==> src/rtl/lsd_pkg.sv <==
package lsd_pkg;
    localparam int SEQ_W  = 6;
    localparam int ADDR_W = 16;
    localparam int DATA_W = 32;

    typedef logic [SEQ_W-1:0]  seq_t;
    typedef logic [ADDR_W-1:0] addr_t;
    typedef logic [DATA_W-1:0] data_t;

    typedef struct packed {
        logic  valid;
        seq_t  seq;
        logic  addr_ok;
        addr_t addr;
        data_t data;
    } st_ent_t;

    // a is older than b when the modular difference is negative
    function automatic logic seq_older(input seq_t a, input seq_t b);
        seq_t d;
        d = a - b;
        return d[SEQ_W-1];
    endfunction
endpackage

==> src/rtl/lsd_store_buf.sv <==
module lsd_store_buf
    import lsd_pkg::*;
#(
    parameter int DEPTH = 8
) (
    input  logic  clk,
    input  logic  rst,
    input  logic  alloc_v,
    input  seq_t  alloc_seq,
    input  logic  res_v,
    input  seq_t  res_seq,
    input  addr_t res_addr,
    input  data_t res_data,
    input  logic  ret_v,
    input  seq_t  q_seq,
    input  addr_t q_addr,
    output logic  older_unk,
    output logic  fwd_hit,
    output data_t fwd_data
);
    localparam int PW = (DEPTH > 1) ? $clog2(DEPTH) : 1;
    localparam logic [PW:0] FULL = (PW+1)'(DEPTH);

    st_ent_t       ent_q [DEPTH];
    logic [PW-1:0] head_q, tail_q;
    logic [PW:0]   cnt_q;
    logic          do_alloc, do_ret;

    assign do_alloc = alloc_v && (cnt_q != FULL);
    assign do_ret   = ret_v && (cnt_q != '0);

    function automatic logic [PW-1:0] nxt(input logic [PW-1:0] p);
        return (p == PW'(DEPTH-1)) ? '0 : p + 1'b1;
    endfunction

    always_ff @(posedge clk) begin
        if (rst) begin
            for (int i = 0; i < DEPTH; i++) ent_q[i] <= '0;
            head_q <= '0;
            tail_q <= '0;
            cnt_q  <= '0;
        end else begin
            for (int i = 0; i < DEPTH; i++) begin
                if (res_v && ent_q[i].valid && ent_q[i].seq == res_seq) begin
                    ent_q[i].addr_ok <= 1'b1;
                    ent_q[i].addr    <= res_addr;
                    ent_q[i].data    <= res_data;
                end
            end
            if (do_alloc) begin
                ent_q[tail_q] <= '{valid: 1'b1, seq: alloc_seq, addr_ok: 1'b0,
                                   addr: '0, data: '0};
                tail_q <= nxt(tail_q);
            end
            if (do_ret) begin
                ent_q[head_q].valid <= 1'b0;
                head_q <= nxt(head_q);
            end
            case ({do_alloc, do_ret})
                2'b10:   cnt_q <= cnt_q + 1'b1;
                2'b01:   cnt_q <= cnt_q - 1'b1;
                default: cnt_q <= cnt_q;
            endcase
        end
    end

    // Search older stores: any unknown address, and youngest matching one
    always_comb begin
        seq_t best_seq;
        older_unk = 1'b0;
        fwd_hit   = 1'b0;
        fwd_data  = '0;
        best_seq  = '0;
        for (int i = 0; i < DEPTH; i++) begin
            if (ent_q[i].valid && seq_older(ent_q[i].seq, q_seq)) begin
                if (!ent_q[i].addr_ok) begin
                    older_unk = 1'b1;
                end else if (ent_q[i].addr == q_addr &&
                             (!fwd_hit || seq_older(best_seq, ent_q[i].seq))) begin
                    fwd_hit  = 1'b1;
                    best_seq = ent_q[i].seq;
                    fwd_data = ent_q[i].data;
                end
            end
        end
    end
endmodule

==> src/rtl/lsd_load_tab.sv <==
module lsd_load_tab
    import lsd_pkg::*;
#(
    parameter int DEPTH = 8,
    parameter int IW    = 6
) (
    input  logic          clk,
    input  logic          rst,
    input  logic          wr_v,
    input  seq_t          wr_seq,
    input  addr_t         wr_addr,
    input  logic [IW-1:0] wr_pc,
    input  logic          ret_v,
    input  logic          chk_v,
    input  seq_t          chk_seq,
    input  addr_t         chk_addr,
    output logic          hit,
    output seq_t          hit_seq,
    output logic [IW-1:0] hit_pc
);
    localparam int PW = (DEPTH > 1) ? $clog2(DEPTH) : 1;
    localparam logic [PW:0] FULL = (PW+1)'(DEPTH);

    typedef struct packed {
        logic          valid;
        seq_t          seq;
        addr_t         addr;
        logic [IW-1:0] pc;
    } ld_ent_t;

    ld_ent_t       ent_q [DEPTH];
    logic [PW-1:0] head_q, tail_q;
    logic [PW:0]   cnt_q;
    logic          do_wr, do_ret;

    assign do_wr  = wr_v && (cnt_q != FULL);
    assign do_ret = ret_v && (cnt_q != '0);

    function automatic logic [PW-1:0] nxt(input logic [PW-1:0] p);
        return (p == PW'(DEPTH-1)) ? '0 : p + 1'b1;
    endfunction

    always_ff @(posedge clk) begin
        if (rst) begin
            for (int i = 0; i < DEPTH; i++) ent_q[i] <= '0;
            head_q <= '0;
            tail_q <= '0;
            cnt_q  <= '0;
        end else begin
            if (do_wr) begin
                ent_q[tail_q] <= '{valid: 1'b1, seq: wr_seq, addr: wr_addr, pc: wr_pc};
                tail_q <= nxt(tail_q);
            end
            if (do_ret) begin
                ent_q[head_q].valid <= 1'b0;
                head_q <= nxt(head_q);
            end
            case ({do_wr, do_ret})
                2'b10:   cnt_q <= cnt_q + 1'b1;
                2'b01:   cnt_q <= cnt_q - 1'b1;
                default: cnt_q <= cnt_q;
            endcase
        end
    end

    // Oldest issued load younger than the resolving store with equal address;
    // the load being issued this very cycle takes part as well
    always_comb begin
        hit     = 1'b0;
        hit_seq = '0;
        hit_pc  = '0;
        if (chk_v) begin
            for (int i = 0; i < DEPTH; i++) begin
                if (ent_q[i].valid && ent_q[i].addr == chk_addr &&
                    seq_older(chk_seq, ent_q[i].seq) &&
                    (!hit || seq_older(ent_q[i].seq, hit_seq))) begin
                    hit     = 1'b1;
                    hit_seq = ent_q[i].seq;
                    hit_pc  = ent_q[i].pc;
                end
            end
            if (wr_v && wr_addr == chk_addr && seq_older(chk_seq, wr_seq) &&
                (!hit || seq_older(wr_seq, hit_seq))) begin
                hit     = 1'b1;
                hit_seq = wr_seq;
                hit_pc  = wr_pc;
            end
        end
    end
endmodule

==> src/rtl/lsd_dep_pred.sv <==
module lsd_dep_pred #(
    parameter int ENTRIES = 64,
    parameter int PERIOD  = 4096
) (
    input  logic                       clk,
    input  logic                       rst,
    input  logic [$clog2(ENTRIES)-1:0] rd_idx,
    input  logic                       train_v,
    input  logic [$clog2(ENTRIES)-1:0] train_idx,
    output logic                       rd_flag,
    output logic                       any_flag
);
    localparam int CW = $clog2(PERIOD);

    logic [ENTRIES-1:0] flag_q;
    logic [CW-1:0]      tmr_q;
    logic               wipe;

    assign wipe = (tmr_q == CW'(PERIOD-1));

    always_ff @(posedge clk) begin
        if (rst) begin
            flag_q <= '0;
            tmr_q  <= '0;
        end else begin
            tmr_q <= wipe ? '0 : tmr_q + 1'b1;
            if (wipe) flag_q <= '0;
            // a mark trained on the wipe cycle survives it
            if (train_v) flag_q[train_idx] <= 1'b1;
        end
    end

    assign rd_flag  = flag_q[rd_idx];
    assign any_flag = |flag_q;
endmodule

==> src/rtl/lsd_top.sv <==
module lsd_top
    import lsd_pkg::*;
#(
    parameter  int SB_DEPTH     = 8,
    parameter  int LT_DEPTH     = 8,
    parameter  int PRED_ENTRIES = 64,
    parameter  int CLEAR_PERIOD = 4096,
    localparam int PIDX_W       = $clog2(PRED_ENTRIES)
) (
    input  logic              clk,
    input  logic              rst,
    input  logic              st_alloc_valid,
    input  logic [SEQ_W-1:0]  st_alloc_seq,
    input  logic              st_res_valid,
    input  logic [SEQ_W-1:0]  st_res_seq,
    input  logic [ADDR_W-1:0] st_res_addr,
    input  logic [DATA_W-1:0] st_res_data,
    input  logic              st_retire_valid,
    input  logic              ld_valid,
    input  logic [SEQ_W-1:0]  ld_seq,
    input  logic [PIDX_W-1:0] ld_pc,
    input  logic [ADDR_W-1:0] ld_addr,
    input  logic              ld_retire_valid,
    output logic              ld_issue,
    output logic              ld_fwd_hit,
    output logic [DATA_W-1:0] ld_fwd_data,
    output logic              viol_valid,
    output logic [SEQ_W-1:0]  viol_seq
);
    logic              sb_older_unk, sb_hit;
    data_t             sb_data;
    logic              lt_hit;
    seq_t              lt_seq;
    logic [PIDX_W-1:0] lt_pc;
    logic              pred_flag, pred_any;
    logic              viol_q;
    seq_t              viol_seq_q;

    lsd_store_buf #(.DEPTH(SB_DEPTH)) u_sb (
        .clk(clk), .rst(rst),
        .alloc_v(st_alloc_valid), .alloc_seq(st_alloc_seq),
        .res_v(st_res_valid), .res_seq(st_res_seq),
        .res_addr(st_res_addr), .res_data(st_res_data),
        .ret_v(st_retire_valid),
        .q_seq(ld_seq), .q_addr(ld_addr),
        .older_unk(sb_older_unk), .fwd_hit(sb_hit), .fwd_data(sb_data)
    );

    lsd_dep_pred #(.ENTRIES(PRED_ENTRIES), .PERIOD(CLEAR_PERIOD)) u_pred (
        .clk(clk), .rst(rst),
        .rd_idx(ld_pc), .train_v(lt_hit), .train_idx(lt_pc),
        .rd_flag(pred_flag), .any_flag(pred_any)
    );

    // speculate by default; marked loads wait for older store addresses
    assign ld_issue    = ld_valid && !(pred_flag && sb_older_unk);
    assign ld_fwd_hit  = ld_valid && sb_hit;
    assign ld_fwd_data = ld_fwd_hit ? sb_data : '0;

    lsd_load_tab #(.DEPTH(LT_DEPTH), .IW(PIDX_W)) u_lt (
        .clk(clk), .rst(rst),
        .wr_v(ld_issue), .wr_seq(ld_seq), .wr_addr(ld_addr), .wr_pc(ld_pc),
        .ret_v(ld_retire_valid),
        .chk_v(st_res_valid), .chk_seq(st_res_seq), .chk_addr(st_res_addr),
        .hit(lt_hit), .hit_seq(lt_seq), .hit_pc(lt_pc)
    );

    always_ff @(posedge clk) begin
        if (rst) begin
            viol_q     <= 1'b0;
            viol_seq_q <= '0;
        end else begin
            viol_q     <= lt_hit;
            viol_seq_q <= lt_hit ? lt_seq : viol_seq_q;
        end
    end

    assign viol_valid = viol_q;
    assign viol_seq   = viol_seq_q;
endmodule

==> config.mk <==
export PLATFORM = sky130hd
export DESIGN_NAME = lsd_top
export DESIGN_NICKNAME = d
export VERILOG_FILES = /design/src/rtl/lsd_pkg.sv /design/src/rtl/lsd_store_buf.sv /design/src/rtl/lsd_load_tab.sv /design/src/rtl/lsd_dep_pred.sv /design/src/rtl/lsd_top.sv
export SDC_FILE = /design/constraint.sdc
export NUM_CORES = 2
export LEC_CHECK = 0
export ABC_AREA = 1
export BUFFER_PORTS_ARGS = -buffer_cell sky130_fd_sc_hd__buf_2
export CORE_MARGIN = 5
export CORE_UTILIZATION = 45
export DETAILED_ROUTE_END_ITERATION = 10
export PLACE_DENSITY = 0.72
export SETUP_SLACK_MARGIN = 0.02
export SLEW_MARGIN = 0
export SYNTH_ARGS = -nofsm -noshare
export SYNTH_HDL_FRONTEND = slang
export SYNTH_SLANG_ARGS = --single-unit
==> constraint.sdc <==
create_clock -name clk -period 22.5 [get_ports clk]
set_input_delay 3.375 -clock clk [delete_from_list [all_inputs] [get_ports clk]]
set_output_delay 3.375 -clock clk [all_outputs]
set_load 0.01 [all_outputs]
==> impl_metrics.py <==
metrics = {
    "run_status": {
        "status": "completed",
    },
    "setup_path": {
        "worstSetupPathType": "input port to primary output",
        "cp_slowest_stage_delay_ps": 400,
        "end_kind": "primary output",
        "rr_worst_depth": 84,
        "critPathLaunchType": "input port",
        "slowest_stage": "nand3b_4",
        "worst_path_most_repeated_cell": "nand2_1",
        "reg2reg_from": "u_lt.ent_q[0][24]$_SDFFCE_PN0P_",
        "worstPathArrival_ps": 17680,
        "critPathLaunch": "ld_addr[1]",
        "crit_required_ps": 19120,
        "path_max_fanout": 64,
    },
    "logic_synthesis": {
        "syn_nets": 6092,
        "synth_cell_types": 62,
        "netlist_instances": 5852,
        "synth_top_area_share_pct": 23.9,
        "synthArstFlopShare_pct": 0,
        "ys_top_cells_by_area": "dfxtp_1 24%, edfxtp_1 19%, nand2_1 15%, nor2_1 5.9%, a21oi_1 5.3%",
        "synth_top_area_cell": "dfxtp_1",
        "ys_seq_elements": 783,
        "syn_area_sq_mm": 0.0428,
        "seq_area_frac_synth_pct": 43.0,
        "synth_area_per_cell_sq_um": 7.31,
        "synth-main-ff-cell": "dfxtp_1",
        "synth-edff-count": 272,
        "yosysWarnings": 0,
    },
    "sta": {
        "clock_skew_ps": 31.4,
        "hold_viol_final": 0,
        "worstMarginPinSlew_ps": 1210,
        "final.min_clock_period_ps": 21050,
        "setup-tns-final_ps": 0,
        "setup_viol": 0,
        "max_freq_mhz": 47.5,
        "slew_violations": 0,
        "post-route-period-util_pct": 93.6,
        "rsz0062_at_grt": "false",
        "maxSlewHeadroom_pct": 18.9,
    },
    "placed_design": {
        "port_buffers": 135,
        "hpwlAfterDp_um": 99000,
        "placed_cell_area_sq_mm": 0.0443,
        "placed_cells": 6994,
        "gp_congestion": 0.964,
    },
    "grt": {
        "grt.total_usage_pct": 28.1,
        "grt_pass1_vias": 38500,
        "antenna_found_initial": 3,
        "grt_start_max_net_pins": 67,
        "grt_first_pass_wirelength_um": 226000,
        "grt-ovfl-total": 0,
    },
    "clock_network": {
        "cts_tree": "built",
        "cts_num_sinks": 783,
        "cts.repair.resized": 0,
        "cts_buffer_depth": 3,
        "cts_max_level": 3,
        "post_cts_buffers": 0,
        "cts_root_buffer": "clkbuf_16",
        "cts_hold_buffers": 0,
        "cts_buffers": 87,
        "insertion_delay_ps": 680,
        "cts.clk_slew.worst_paths_ps": 60,
    },
    "floorplan": {
        "dieArea_sq_mm": 0.101,
        "core.rowCount": 113,
        "dieHeight_um": 318,
        "initial_core_util_pct": 45.2,
        "die_x_um": 318,
        "core_sq_mm": 0.0946,
        "ios": 136,
    },
    "layout": {
        "layout-drive-gt1-share_pct": 8.80,
        "finalInstanceArea_sq_mm": 0.0475,
        "fin_cells": 7160,
        "fin_nets": 6061,
        "area_growth_pct": 11.1,
        "antennaDiodeCount": 0,
    },
    "routing": {
        "antenna_left": 0,
        "drt_pass1_iterations": 8,
        "drtIter0Drc": 4447,
        "routed-via-count": 40900,
        "avgRoutedWirePerCell_um": 20.9,
        "totalWireLength_um": 150000,
        "via_per_inst": 5.71,
        "drc": 0,
    },
    "power": {
        "total_power_mw": 3.48,
        "pwr_density_cell_mw_per_mm2": 73.2,
        "vdd_drop_max_mv": 0.0557,
        "p_leak_nw": 20.5,
    },
    "worst_hold_path": {
        "worstHoldPathType": "register to register",
        "whs_path_depth": 2,
        "hp-start": "u_pred.flag_q[61]$_SDFF_PP0_",
    },
    "job": {
        "cap_viol_max_count": 0,
    },
}
==> per-layer routing <==
metal / up-vias / global-route usage, % / part of all wire, %
met4: 2 / 13.6 / 5.4
met5: - / 0 / 0.0087
met2: 2027 / 46.3 / 46
met1: 19200 / 36.1 / 40
met3: 450 / 4.77 / 8.5
li1: 19200 / - / -
==> report_power, final <==
part | switching, mW | total (mW) | internal [mW]
Sequential | 0.0401 | 1.56 | 1.52
Clock | 0.619 | 1.54 | 0.922
Combinational | 0.273 | 0.380 | 0.107
==> synthesized netlist by cell type, drive strengths merged (48+ instances only) <==
| library cell | n |
|---|---|
| nand3 | 294 |
| ha | 143 |
| nor2 | 691 |
| clkbuf | 254 |
| o211ai | 87 |
| dfxtp | 511 |
| buf | 69 |
| nor3 | 65 |
| nand2 | 1758 |
| inv | 448 |
| nor4 | 48 |
| a21oi | 457 |
| or2 | 61 |
| o21ai | 243 |
| edfxtp | 272 |
| xor2 | 105 |
| nand4 | 69 |
==> final cells by class <==
type	instances	area, sq um
Fill cell	9166	47100
Multi-Input combinational cell	4288	21500
Sequential cell	783	18400
Clock buffer	122	2470
Inverter	461	1730
Tap cell	1265	1580
Timing Repair Buffer	200	1180
Clock inverter	41	607
==> worst max-delay path: cells and delay by family <==
family | cells | cell delay (ps)
AOI/OAI and AO/OA | 16 | 3020
and+or+nand+nor | 44 | 6980
adders and majority gates | 7 | 2020
buffers and inverters | 9 | 1360
muxes | 4 | 840
==> state kept, by name, indices dropped and copies added (netlist names) <==
register       flops
u_sb.head_q        3
u_lt.cnt_q         4
u_pred.tmr_q      12
u_lt.tail_q        3
u_sb.tail_q        3
u_sb.cnt_q         4
u_pred.flag_q     64
u_sb.ent_q       448
u_lt.head_q        3
u_lt.ent_q       232
viol_valid         1
viol_seq           6
==> final timing paths <==
check | to | slack, ps
setup / recovery | ld_fwd_data[25] | 1450
hold / removal | u_pred.flag_q[61]$_SDFF_PP0_ | 450
setup reg to reg | u_pred.flag_q[26]$_SDFF_PP0_ | 6360
hold reg to reg | u_pred.flag_q[61]$_SDFF_PP0_ | 450
==> cell families (layout without fill, tap and decap cells) <==
logic type               after synthesis  in the layout  synth area share [%]
AND/OR/NAND/NOR                     3017           3020                  29.3
AO/OA/AOI/OAI                        959            959                  12.8
buffers and inverters                784            824                  7.14
flip-flops                           783            783                  43.0
XOR/XNOR                             151            151                  3.09
adder cells (fa/ha/maj)              145            145                  4.28
multiplexers                          13             13                 0.304
==> cell usage in the layout, fill, tap and decap left out, types with 12 or more instances in the layout <==
| master | n |
|---|---|
| a2111oi_0 | 15 |
| a211oi_1 | 24 |
| a21oi_1 | 457 |
| a32oi_1 | 13 |
| buf_2 | 134 |
| buf_4 | 64 |
| bufinv_16 | 13 |
| clkbuf_1 | 21 |
| clkbuf_16 | 89 |
| clkbuf_8 | 12 |
| clkinv_1 | 19 |
| dfxtp_1 | 511 |
| edfxtp_1 | 272 |
| ha_1 | 143 |
| inv_1 | 410 |
| inv_2 | 36 |
| mux2i_1 | 13 |
| nand2_1 | 1734 |
| nand2_2 | 21 |
| nand3_1 | 280 |
| nand4_1 | 68 |
| nor2_1 | 659 |
| nor2_2 | 20 |
| nor2_4 | 12 |
| nor3_1 | 61 |
| nor4_1 | 46 |
| o2111ai_1 | 13 |
| o211ai_1 | 87 |
| o21a_1 | 25 |
| o21ai_0 | 231 |
| o22ai_1 | 45 |
| or2_2 | 58 |
| xnor2_1 | 46 |
| xor2_1 | 105 |
==> per-stage QoR <==
| step | setup slack (ps) | hold WS (ps) | util, % |
|---|---|---|---|
| 2_1_floorplan | 3420 | 421 | - |
| 3_5_place_dp | 182 | 435 | 46.8 |
| 4_1_cts | 44.0 | 449 | 50.1 |
| 3_3_place_gp | 440 | 432 | 46.8 |
| 5_1_grt | 108 | 463 | 50.2 |
| 6_report | 1450 | 448 | 50.2 |
Note: power is estimated with default switching activity, not from simulation.
